### src/rtl/mirq_pkg.sv
package mirq_pkg;
    localparam int SRC_SW   = 3;
    localparam int SRC_TMR  = 7;
    localparam int SRC_EXT  = 11;
    localparam int SRC_DBG  = 14;
    localparam int NUM_SRC  = 4;
    localparam int CODE_W   = 4;

    localparam logic [11:0] ADDR_ENABLE  = 12'h304;
    localparam logic [11:0] ADDR_PENDING = 12'h344;
    localparam logic [1:0]  PRIV_MACHINE = 2'b11;

    // highest priority first
    localparam int PRIO_LIST [NUM_SRC] = '{SRC_DBG, SRC_EXT, SRC_SW, SRC_TMR};

    typedef struct packed {
        logic sw;
        logic tmr;
        logic ext;
        logic dbg;
    } lines_t;
endpackage

### src/rtl/mirq_enable_reg.sv
module mirq_enable_reg
    import mirq_pkg::*;
#(
    parameter int XLEN = 32
) (
    input  logic            clk,
    input  logic            rst_n,
    input  logic            wr_en,
    input  logic [XLEN-1:0] wdata,
    output logic [XLEN-1:0] en_val
);
    localparam logic [XLEN-1:0] WR_MASK =
        (XLEN'(1) << SRC_SW) | (XLEN'(1) << SRC_TMR) | (XLEN'(1) << SRC_EXT);
    localparam logic [XLEN-1:0] FIXED_ONE = XLEN'(1) << SRC_DBG;

    typedef struct packed {
        logic [XLEN-1:0] en;
    } state_t;

    state_t st_d, st_q;

    always_comb begin
        st_d = st_q;
        if (wr_en) begin
            st_d.en = wdata & WR_MASK;
        end
    end

    always_ff @(posedge clk) begin
        if (!rst_n) begin
            st_q <= '0;
        end else begin
            st_q <= st_d;
        end
    end

    assign en_val = st_q.en | FIXED_ONE;

    // without a write the readable value holds
    assert_enable_hold_R2: assert property (@(posedge clk) disable iff (!rst_n)
        !wr_en |=> $stable(en_val));
endmodule

### src/rtl/mirq_pending.sv
module mirq_pending
    import mirq_pkg::*;
#(
    parameter int XLEN = 32
) (
    input  logic            clk,
    input  logic            rst_n,
    input  lines_t          lines,
    output logic [XLEN-1:0] pend_val
);
    typedef struct packed {
        lines_t src;
    } state_t;

    state_t st_d, st_q;

    always_comb begin
        st_d     = st_q;
        st_d.src = lines;
    end

    always_ff @(posedge clk) begin
        if (!rst_n) begin
            st_q <= '0;
        end else begin
            st_q <= st_d;
        end
    end

    always_comb begin
        pend_val          = '0;
        pend_val[SRC_SW]  = st_q.src.sw;
        pend_val[SRC_TMR] = st_q.src.tmr;
        pend_val[SRC_EXT] = st_q.src.ext;
        pend_val[SRC_DBG] = st_q.src.dbg;
    end

    // debug bit follows the request line one clock later
    assert_dbg_tracks_line_R1: assert property (@(posedge clk) disable iff (!rst_n)
        1'b1 |=> pend_val[SRC_DBG] == $past(lines.dbg));
endmodule

### src/rtl/mirq_prio.sv
module mirq_prio
    import mirq_pkg::*;
#(
    parameter int XLEN = 32
) (
    input  logic [XLEN-1:0]   pend,
    input  logic [XLEN-1:0]   en,
    input  logic              glb_ie,
    input  logic [1:0]        priv,
    output logic              fire,
    output logic [CODE_W-1:0] code
);
    logic              gate;
    logic [NUM_SRC-1:0] hit;

    assign gate = glb_ie || (priv != PRIV_MACHINE);

    for (genvar i = 0; i < NUM_SRC; i++) begin : g_slot
        if (PRIO_LIST[i] == SRC_DBG) begin : g_dbg
            assign hit[i] = pend[PRIO_LIST[i]] & en[PRIO_LIST[i]];
        end else begin : g_std
            assign hit[i] = pend[PRIO_LIST[i]] & en[PRIO_LIST[i]] & gate;
        end
    end

    always_comb begin
        fire = |hit;
        code = '0;
        for (int i = NUM_SRC - 1; i >= 0; i--) begin
            if (hit[i]) begin
                code = CODE_W'(PRIO_LIST[i]);
            end
        end
    end
endmodule

### src/rtl/mirq_unit.sv
module mirq_unit
    import mirq_pkg::*;
#(
    parameter int XLEN = 32
) (
    input  logic            clk,
    input  logic            rst_n,
    input  logic            irq_sw,
    input  logic            irq_tmr,
    input  logic            irq_ext,
    input  logic            irq_dbg,
    input  logic            glb_ie,
    input  logic [1:0]      priv,
    input  logic            insn_boundary,
    input  logic [11:0]     csr_addr,
    input  logic            csr_wr,
    input  logic [XLEN-1:0] csr_wdata,
    output logic [XLEN-1:0] csr_rdata,
    output logic [XLEN-1:0] pend_o,
    output logic            take_o,
    output logic [XLEN-1:0] cause_o
);
    localparam int PAD_W = XLEN - 1 - CODE_W;

    typedef struct packed {
        logic            take;
        logic [XLEN-1:0] cause;
    } state_t;

    state_t st_d, st_q;

    lines_t              lines;
    logic [XLEN-1:0]     en_val;
    logic [XLEN-1:0]     pend_val;
    logic                fire;
    logic [CODE_W-1:0]   code;
    logic                en_wr;

    assign lines = '{sw: irq_sw, tmr: irq_tmr, ext: irq_ext, dbg: irq_dbg};
    assign en_wr = csr_wr && (csr_addr == ADDR_ENABLE);

    mirq_enable_reg #(.XLEN(XLEN)) u_enable (
        .clk    (clk),
        .rst_n  (rst_n),
        .wr_en  (en_wr),
        .wdata  (csr_wdata),
        .en_val (en_val)
    );

    mirq_pending #(.XLEN(XLEN)) u_pending (
        .clk      (clk),
        .rst_n    (rst_n),
        .lines    (lines),
        .pend_val (pend_val)
    );

    mirq_prio #(.XLEN(XLEN)) u_prio (
        .pend   (pend_val),
        .en     (en_val),
        .glb_ie (glb_ie),
        .priv   (priv),
        .fire   (fire),
        .code   (code)
    );

    always_comb begin
        st_d      = st_q;
        st_d.take = insn_boundary && fire && !st_q.take;
        if (st_d.take) begin
            st_d.cause = {1'b1, {PAD_W{1'b0}}, code};
        end
    end

    always_ff @(posedge clk) begin
        if (!rst_n) begin
            st_q <= '0;
        end else begin
            st_q <= st_d;
        end
    end

    always_comb begin
        case (csr_addr)
            ADDR_ENABLE:  csr_rdata = en_val;
            ADDR_PENDING: csr_rdata = pend_val;
            default:      csr_rdata = '0;
        endcase
    end

    assign pend_o  = pend_val;
    assign take_o  = st_q.take;
    assign cause_o = st_q.cause;

    // a strobe follows a boundary cycle
    assert_take_at_boundary_R8: assert property (@(posedge clk) disable iff (!rst_n)
        take_o |-> $past(insn_boundary));
    // strobe lasts one cycle
    assert_single_pulse_R8: assert property (@(posedge clk) disable iff (!rst_n)
        take_o |=> !take_o);
    // interrupt flag in cause
    assert_cause_flag_R7: assert property (@(posedge clk) disable iff (!rst_n)
        take_o |-> cause_o[XLEN-1]);
    // pending debug at a boundary is always taken, as code 14
    assert_dbg_taken_R5: assert property (@(posedge clk) disable iff (!rst_n)
        (pend_val[SRC_DBG] && insn_boundary && !take_o)
            |=> (take_o && cause_o[CODE_W-1:0] == CODE_W'(SRC_DBG)));
    // non-debug takes need the global gate open
    assert_gate_open_R4: assert property (@(posedge clk) disable iff (!rst_n)
        (take_o && cause_o[CODE_W-1:0] != CODE_W'(SRC_DBG))
            |-> $past(glb_ie || priv != PRIV_MACHINE));
endmodule

### config.mk
export PLATFORM = sky130hd
export DESIGN_NAME = mirq_unit
export DESIGN_NICKNAME = d
export VERILOG_FILES = /design/src/rtl/mirq_pkg.sv /design/src/rtl/mirq_enable_reg.sv /design/src/rtl/mirq_pending.sv /design/src/rtl/mirq_prio.sv /design/src/rtl/mirq_unit.sv
export SDC_FILE = /design/constraint.sdc
export NUM_CORES = 1
export LEC_CHECK = 0
export BUFFER_PORTS_ARGS = -buffer_cell sky130_fd_sc_hd__buf_4
export CAP_MARGIN = 20
export CELL_PAD_IN_SITES_DETAIL_PLACEMENT = 1
export CELL_PAD_IN_SITES_GLOBAL_PLACEMENT = 1
export CORE_UTILIZATION = 22
export CTS_CLUSTER_DIAMETER = 50
export DETAILED_ROUTE_END_ITERATION = 12
export PLACE_DENSITY = 0.93
export SETUP_SLACK_MARGIN = 0.05
export SYNTH_ARGS = -nofsm -noshare
export SYNTH_HDL_FRONTEND = slang
export SYNTH_SLANG_ARGS = --single-unit
### constraint.sdc
create_clock -name clk -period 1.85 [get_ports clk]
set_input_delay 0.185 -clock clk [delete_from_list [all_inputs] [get_ports clk]]
set_output_delay 0.185 -clock clk [all_outputs]
set_load 0.1 [all_outputs]
# After elaboration in Yosys (flattened, before gate mapping)
# Cells that the tools add are included.
# totals
register_bits	13
latch_bits	0
ram_bits	0
mem_bits_ro	0
inputBits	55
output_inout_bits	97
wordCells	27
mem_count	0
# op_classes
addsub	0
mul	0
div	0
n_lt_le_gt_ge	0
eq_ne	3
n_shift	0
mux	5
n_bitwise	6
reduce_logical	6
# op_table
cell	count
$pmux W15 S2	1
$eq A12 B10 Y1 const B	2
$mux W4	2
$and A1 B1 Y1	6
$mux W3	2
$reduce_or A4 Y1	1
$logic_and A1 B1 Y1	3
$ne A2 B2 Y1 const B	1
$logic_not A1 Y1	1
$logic_or A1 B1 Y1	1

# Logic depth before layout (Yosys ltp)
# Gate-level depths: netlist of run 1.
# depth
ltp_word	7
ltp_mapped	5
ltp_nobuf	3

# Cells and area by module
# Synthesis of run 1 repeated with hierarchy kept, for this count alone.
# hier_totals
cells_unflattened	223
hier_area_um2	1799.2
# modules_own_cells
module	n_inst	cells_per_inst	area_each_um2	seq_area_each_um2
mirq_unit	1	135	1076.0	120.1
mirq_enable_reg	1	40	334.1	60.1
mirq_pending	1	37	319.1	80.1
mirq_prio	1	11	70.1	0.0

# Least setup slack after synthesis of run 1
# No wires, ideal clock.
# synth_path
path_kind	register to output
from	register u_pending.st_q, in the netlist u_pending.pend_val[14]
to	output csr_rdata[14]
arrival_time_ns	2.766
required_time_ns	1.665
setup_slack_ns	-1.101
stages_incl_launch_ff	3
path_buffers	0
cell_sequence	dfxtp_1 -> inv_1 -> a21oi_1
# synth_via
elab_chain_len	1
# synth_lines
item	line	rtl
from (decl)	mirq_pending.sv:15	state_t st_d, st_q;
from (signal assigned)	mirq_pending.sv:26	st_q <= st_d;
$pmux W15 S2	mirq_unit.sv:83	case (csr_addr)
to (decl)	mirq_unit.sv:18	output logic [XLEN-1:0] csr_rdata,
# No other way between the ends.

# Worst setup path after layout of run 1
# layout_path
from	input csr_addr[3]
to	output csr_rdata[14]
# layout_via
elab_chain_len	2
word_cells_on_any_way	3
cone_classes	eq/ne (2); mux (1)
# layout_lines
item	line	rtl
from (decl)	mirq_unit.sv:15	input logic [11:0] csr_addr,
$eq A12 B10 Y1	mirq_unit.sv:83	
$pmux W15 S2 *	mirq_unit.sv:83	
# Mark *: on every way between the ends. The rest lies on a longest branch, timed or not.

==> metrics.md, run 1 <==
| Metric | Value |
|---|---|
| Die width | `roughly 77 um` |
| Setup-failing EPs final | `0` |
| Worst hold margin | `0.148 ns` |
| # rows | `27` |
| Setup Skew | `around 0.0022 ns` |
| Register bit total from synthesis | `13` |
| Via Count | `between 800 and 900` |
| Leakage power total | `just under 0.7 nW` |
| # port buffers | `39` |
| WP buf/inv | `2` |
| Hold Buf Count CTS | `0` |
| Power per standard cell area | `~1000 mW/mm^2` |
| Clock latency on the worst-skew pair | `approximately 0.24 ns` |
| Overall Power | `between 1 and 1.5 mW` |
| Slew Viols, Final | `0` |
| Syn avg cell area | `~8.4 um^2` |
| Unrepaired setup endpoints after global routing | `no` |
| Synth warn | `0` |
| Netlist cell types | `33` |
| Most common cell after layout, fill and taps aside | `conb_1` |
| Fmax | `a little under 0.6 GHz` |
| Hold Fails Final Rpt | `0` |
| Hold path start | `irq_sw` |
| Post-detail-place hpwl | `~2100 um` |
| Share of cells above drive strength 1 | `28.2%` |
| CTS tree | `built` |
| Layout area overhead | `11.0%` |
| Cell Area, Synth | `around 0.0012 mm^2` |
| Crit path capture type | `output pin` |
| Final antenna-violating net count | `0` |
| H-tree Lvls | `1` |
| Crit path largest cell delay | `0.36 ns` |
| Commonest cells after routing, fill and taps aside | `conb_1, buf_4, dfxtp_1, mux2i_1, nand2_1` |
| Worst Setup SP | `csr_addr[3]` |
| Drt first-iter violations | `13` |
| Main synth FF type | `dfxtp_1` |
| Worst Hold Class | `input port to flop` |
| Dpl ws | `between 0.15 and 0.2 ns` |
| Synth Area in Compound Gates | `roughly a tenth` |
| Slowest cell on crit path | `nand3_1` |
| Antenna cell count | `0` |
| Largest family of logic cells by synthesized area | `buffers and inverters` |
| Final WL | `between 2000 and 2500 um` |
| Worst setup SP type | `input port` |
| Vias in the first global route | `710` |
| Crit path required time | `between 1.5 and 2 ns` |
| IO Pins | `~150` |
| CP cell instances | `buf_4 > nor4b_2 > nand3_1 > a21oi_4 > buf_4` |
| Most Frequent Cell on Critical Path | `buf_4` |
| Status | `finished, final reports clean` |
| CTS buffer count | `3` |
| Synth async-reset ratio | `0%` |
| CTS max path bufs | `2` |
| Post-Synth Adder-Cell Area | `0%` |
| Clock transition at path regs | `~0.05 ns` |
| Pre-antenna DRT Iters | `5` |
| Nets@finish | `244` |
| Crit Path Class | `input port to output pin` |
| Clock sink count | `13` |
| Setup ws final | `0.171 ns` |
| Synth Instances | `between 100 and 150` |
| # DRC | `0` |
| GPL Wtd Cong | `between 0.7 and 0.8` |
| MaxCap Viol Count | `0` |
| Starting Density | `between 20% and 30%` |
| Die ar. | `~0.0060 mm^2` |
| First-pass GRT wire length | `3420 um` |
| EDFF count, synth | `0` |
| Final TNS setup | `0 ns` |
| Die H | `slightly below 80 um` |
| Fin area | `0.00139 mm^2` |
| Post-CTS Setup Bufs | `0` |
| Multiplexer area fraction after synthesis | `between 4 and 5%` |
| Reg2reg start | `u_pending.pend_val[11]` |
| Placed cell area | `0.00134 mm^2` |
| Top delay family on crit path | `simple AND/OR/NAND/NOR gates` |
| Worst Path Arrival | `1.49 ns` |
| Routed len/inst | `approximately 9.2 um` |
| Post-synthesis sequential area ratio | `a little over a fifth` |
| Core footprint | `approximately 0.0055 mm^2` |
| Synth Area in XOR/XNOR | `0%` |
| GRT overflow | `0` |
| Initial antenna violation count | `0` |
| Final worst path period share | `between 90 and 100%` |
| Maximum vdd drop | `between 0.0004 and 0.0005 V` |
| Drt via density | `between 3 and 4` |
| Min Clock Period, post-route | `roughly 1.7 ns` |
| Crit-path max FO | `4` |
| Largest net degree at the start of global routing | `17` |
| GRT Total Usage | `approximately 7.5%` |
| PostCTS Resize Cnt | `0` |
| Clock root cell | `clkbuf_8` |
| Simple-gate share of the synthesized area | `between 10% and 20%` |
-- power by group --
part | switching (mW) | total (mW) | internal [mW]
sequential | 0.0106 | 0.302 | 0.291
combinational | 0.836 | 0.897 | 0.0612
clock | 0.0990 | 0.251 | 0.152
total | 0.946 | 1.45 | 0.504
-- cells in the mapped netlist, types with 2 or more instances --
| cell | instances | area (um^2) |
|---|---|---|
| a22oi_1 | 2 | 15.0 |
| nor2b_1 | 2 | 12.5 |
| nor3_1 | 2 | 10.0 |
| nor2_1 | 3 | 11.3 |
| mux2i_1 | 6 | 60.1 |
| and2_1 | 5 | 31.3 |
| nand2_1 | 6 | 22.5 |
| dfxtp_1 | 13 | 260 |
| o21a_1 | 2 | 15.0 |
| a21oi_1 | 3 | 15.0 |
| buf_4 | 83 | 623 |
-- layer usage --
metal / vias to the layer above / GRT usage (%) / routed length [um]
li1: 406 / - / -
met2: 71 / 12.8 / 1210
met3: 4 / 2.35 / 256
met1: 411 / 8.33 / 895
met4: 0 / 3.96 / 41
met5: - / 0 / 0
-- sequential cells by signal (all words and copies together), names as in the netlist --
| name | cells |
|---|---|
| u_pending.pend_val | 4 |
| take_o | 1 |
| u_enable.st_q | 3 |
| cause_o | 5 |
-- cell type report --
| type | count | area, um^2 |
|---|---|---|
| Inverter | 1 | 3.75 |
| Clock buffer | 4 | 45.0 |
| Sequential cell | 13 | 265 |
| Multi-Input combinational cell | 131 | 691 |
| Fill cell | 701 | 4120 |
| Timing Repair Buffer | 39 | 293 |
| Tap cell | 72 | 90.1 |
-- through the flow --
step                      utilization, %  instances
after global routing                25.2        260
final                               25.2        260
after CTS                           25.2        260
after detailed placement            24.4        256
after global placement              24.4        256
after floorplan                        -        231
-- final timing paths --
kind / endpoint / slack (ns) / cells after the start
setup / recovery: csr_rdata[14] / 0.17 / 5
hold / removal: u_pending.pend_val[3] / 0.15 / 2
setup reg to reg: cause_o[31] / 0.61 / 3
hold reg to reg: cause_o[31] / 0.47 / 1
-- kinds of logic (layout without fill, tap and decap cells) --
kind of cell	Yosys count	count (layout)
AND/OR/NAND/NOR	27	27
multiplexers	6	6
buffers and inverters	87	44
AO/OA/AOI/OAI	15	15
other	1	83
flip-flops	13	13
(Power assumes the default switching activity.)
==> run 2, diff against run 1 <==
MAX_ROUTING_LAYER = met4   (was unset)
==> run 2 against run 1 <==
Wire length is 0.46% lower. Critical endpoint unchanged. Register-to-register slack is essentially flat. Core utilization unchanged. Power about the same. Final area unchanged. Global-route usage up 0.26 points.
==> metrics.md, run 2 (same netlist as run 1, synthesis figures left out) <==
| Metric | Value |
|---|---|
| Status | `finished, final reports clean` |
| Final worst path period share | `between 90% and 100%` |
| IO Pins | `about 150` |
| Commonest cells after routing, fill and taps aside | `conb_1, buf_4, dfxtp_1, mux2i_1, nand2_1` |
| MaxCap Viol Count | `0` |
| Post-detail-place hpwl | `between 2000 and 2500 um` |
| Worst setup SP type | `input port` |
| # rows | `27` |
| First-pass GRT wire length | `3420 um` |
| Final antenna-violating net count | `0` |
| Initial antenna violation count | `0` |
| Pre-antenna DRT Iters | `4` |
| Setup ws final | `0.171 ns` |
| Most common cell after layout, fill and taps aside | `conb_1` |
| # DRC | `0` |
| Setup Skew | `roughly 0.0029 ns` |
| Min Clock Period, post-route | `1.68 ns` |
| Largest net degree at the start of global routing | `17` |
| Leakage power total | `a little under 0.7 nW` |
| Antenna cell count | `0` |
| CTS max path bufs | `2` |
| Footprint of the multi-input gates | `around 700 um^2` |
| Maximum vdd drop | `0.000442 V` |
| Crit-path max FO | `4` |
| # port buffers | `39` |
| Slew Viols, Final | `0` |
| Die width | `77.4 um` |
| Crit path capture type | `output pin` |
| Overall Power | `1.45 mW` |
| Fill cells | `around 700` |
| Top Layer Used | `met4` |
| GRT Total Usage | `7.79%` |
| Via Count | `about 880` |
| Nets@finish | `~240` |
| Drt via density | `between 3 and 4` |
| Starting Density | `22.7%` |
| Crit Path Class | `input port to output pin` |
| Clock latency on the worst-skew pair | `between 0.2 and 0.25 ns` |
| Setup-failing EPs final | `0` |
| Die ar. | `0.00599 mm^2` |
| Worst Path Arrival | `approximately 1.5 ns` |
| Routed length on met3 | `~240 um` |
| Post-CTS Setup Bufs | `0` |
| Final WL | `2390 um` |
| Clock transition at path regs | `around 0.050 ns` |
| Vias in the first global route | `703` |
| Crit path required time | `around 1.7 ns` |
| Dpl ws | `roughly 0.15 ns` |
| Core footprint | `approximately 0.0055 mm^2` |
| Share of cells above drive strength 1 | `between 20 and 30%` |
| DR WL met2 | `around 1200 um` |
| Clock sink count | `13` |
| Hold Buf Count CTS | `0` |
| Die H | `between 70 and 80 um` |
| Unrepaired setup endpoints after global routing | `no` |
| PostCTS Resize Cnt | `0` |
| Final TNS setup | `0 ns` |
| Drt first-iter violations | `9` |
| WL met1 | `between 900 and 1000 um` |
| Worst hold margin | `0.149 ns` |
| Power per standard cell area | `~1000 mW/mm^2` |
| H-tree Lvls | `1` |
| CTS buffer count | `3` |
| Routed len/inst | `between 9 and 10 um` |
| Hold Fails Final Rpt | `0` |
| Max reg flops | `5` |
| GPL Wtd Cong | `0.758` |
| GRT overflow | `0` |
| Layout area overhead | `11.0%` |
| Worst Hold Class | `input port to flop` |
| Storage cell area | `approximately 270 um^2` |
| Clock root cell | `clkbuf_8` |
| CTS tree | `built` |
| Fmax | `about 0.60 GHz` |
==> run 2: cell counts in the layout (fill, tap and decap cells not counted) <==
No cell type changed its count.
==> run 2: per-stage QoR <==
stage / area, um^2 / utilization, % / instances
6_report: 1390 / 25.2 / 260
3_3_place_gp: 1340 / 24.4 / 256
3_5_place_dp: 1340 / 24.4 / 256
5_1_grt: 1390 / 25.2 / 260
2_1_floorplan: 1600 / - / 231
4_1_cts: 1390 / 25.2 / 260
==> run 2: routing by layer <==
layer	track usage, %	vias up
met4	3.96	0
met2	12.7	71
met5	-	-
li1	-	405
met3	2.00	4
met1	8.76	404
==> run 2: area by class of cell <==
| class | count | area share (%) |
|---|---|---|
| Clock buffer | 4 | 3.25 |
| Inverter | 1 | 0.271 |
| Multi-Input combinational cell | 131 | 49.8 |
| Sequential cell | 13 | 19.1 |
| Tap cell | 72 | 6.49 |
| Timing Repair Buffer | 39 | 21.1 |
==> run 2: path summary, 6_finish.rpt <==
kind	cells past startpoint	slack (ns)	startpoint	endpoint
worst min register to register	1	0.46	cause_o[31]	cause_o[31]
worst max-delay path	5	0.17	csr_addr[3]	csr_rdata[14]
worst max register to register	3	0.61	u_pending.pend_val[11]	cause_o[31]
worst min-delay path	2	0.15	irq_sw	u_pending.pend_val[3]
==> run 2: power breakdown <==
part,switching (mW),leakage (nW),internal (mW)
logic,0.836,0.565,0.0612
clock network,0.0992,0.0228,0.152
registers,0.0107,0.107,0.291
==> run 2: worst max-delay path, cell delays in order <==
cell	delay, ns
buf_4	0.11
nor4b_2	0.31
nand3_1	0.36
a21oi_4	0.21
buf_4	0.31
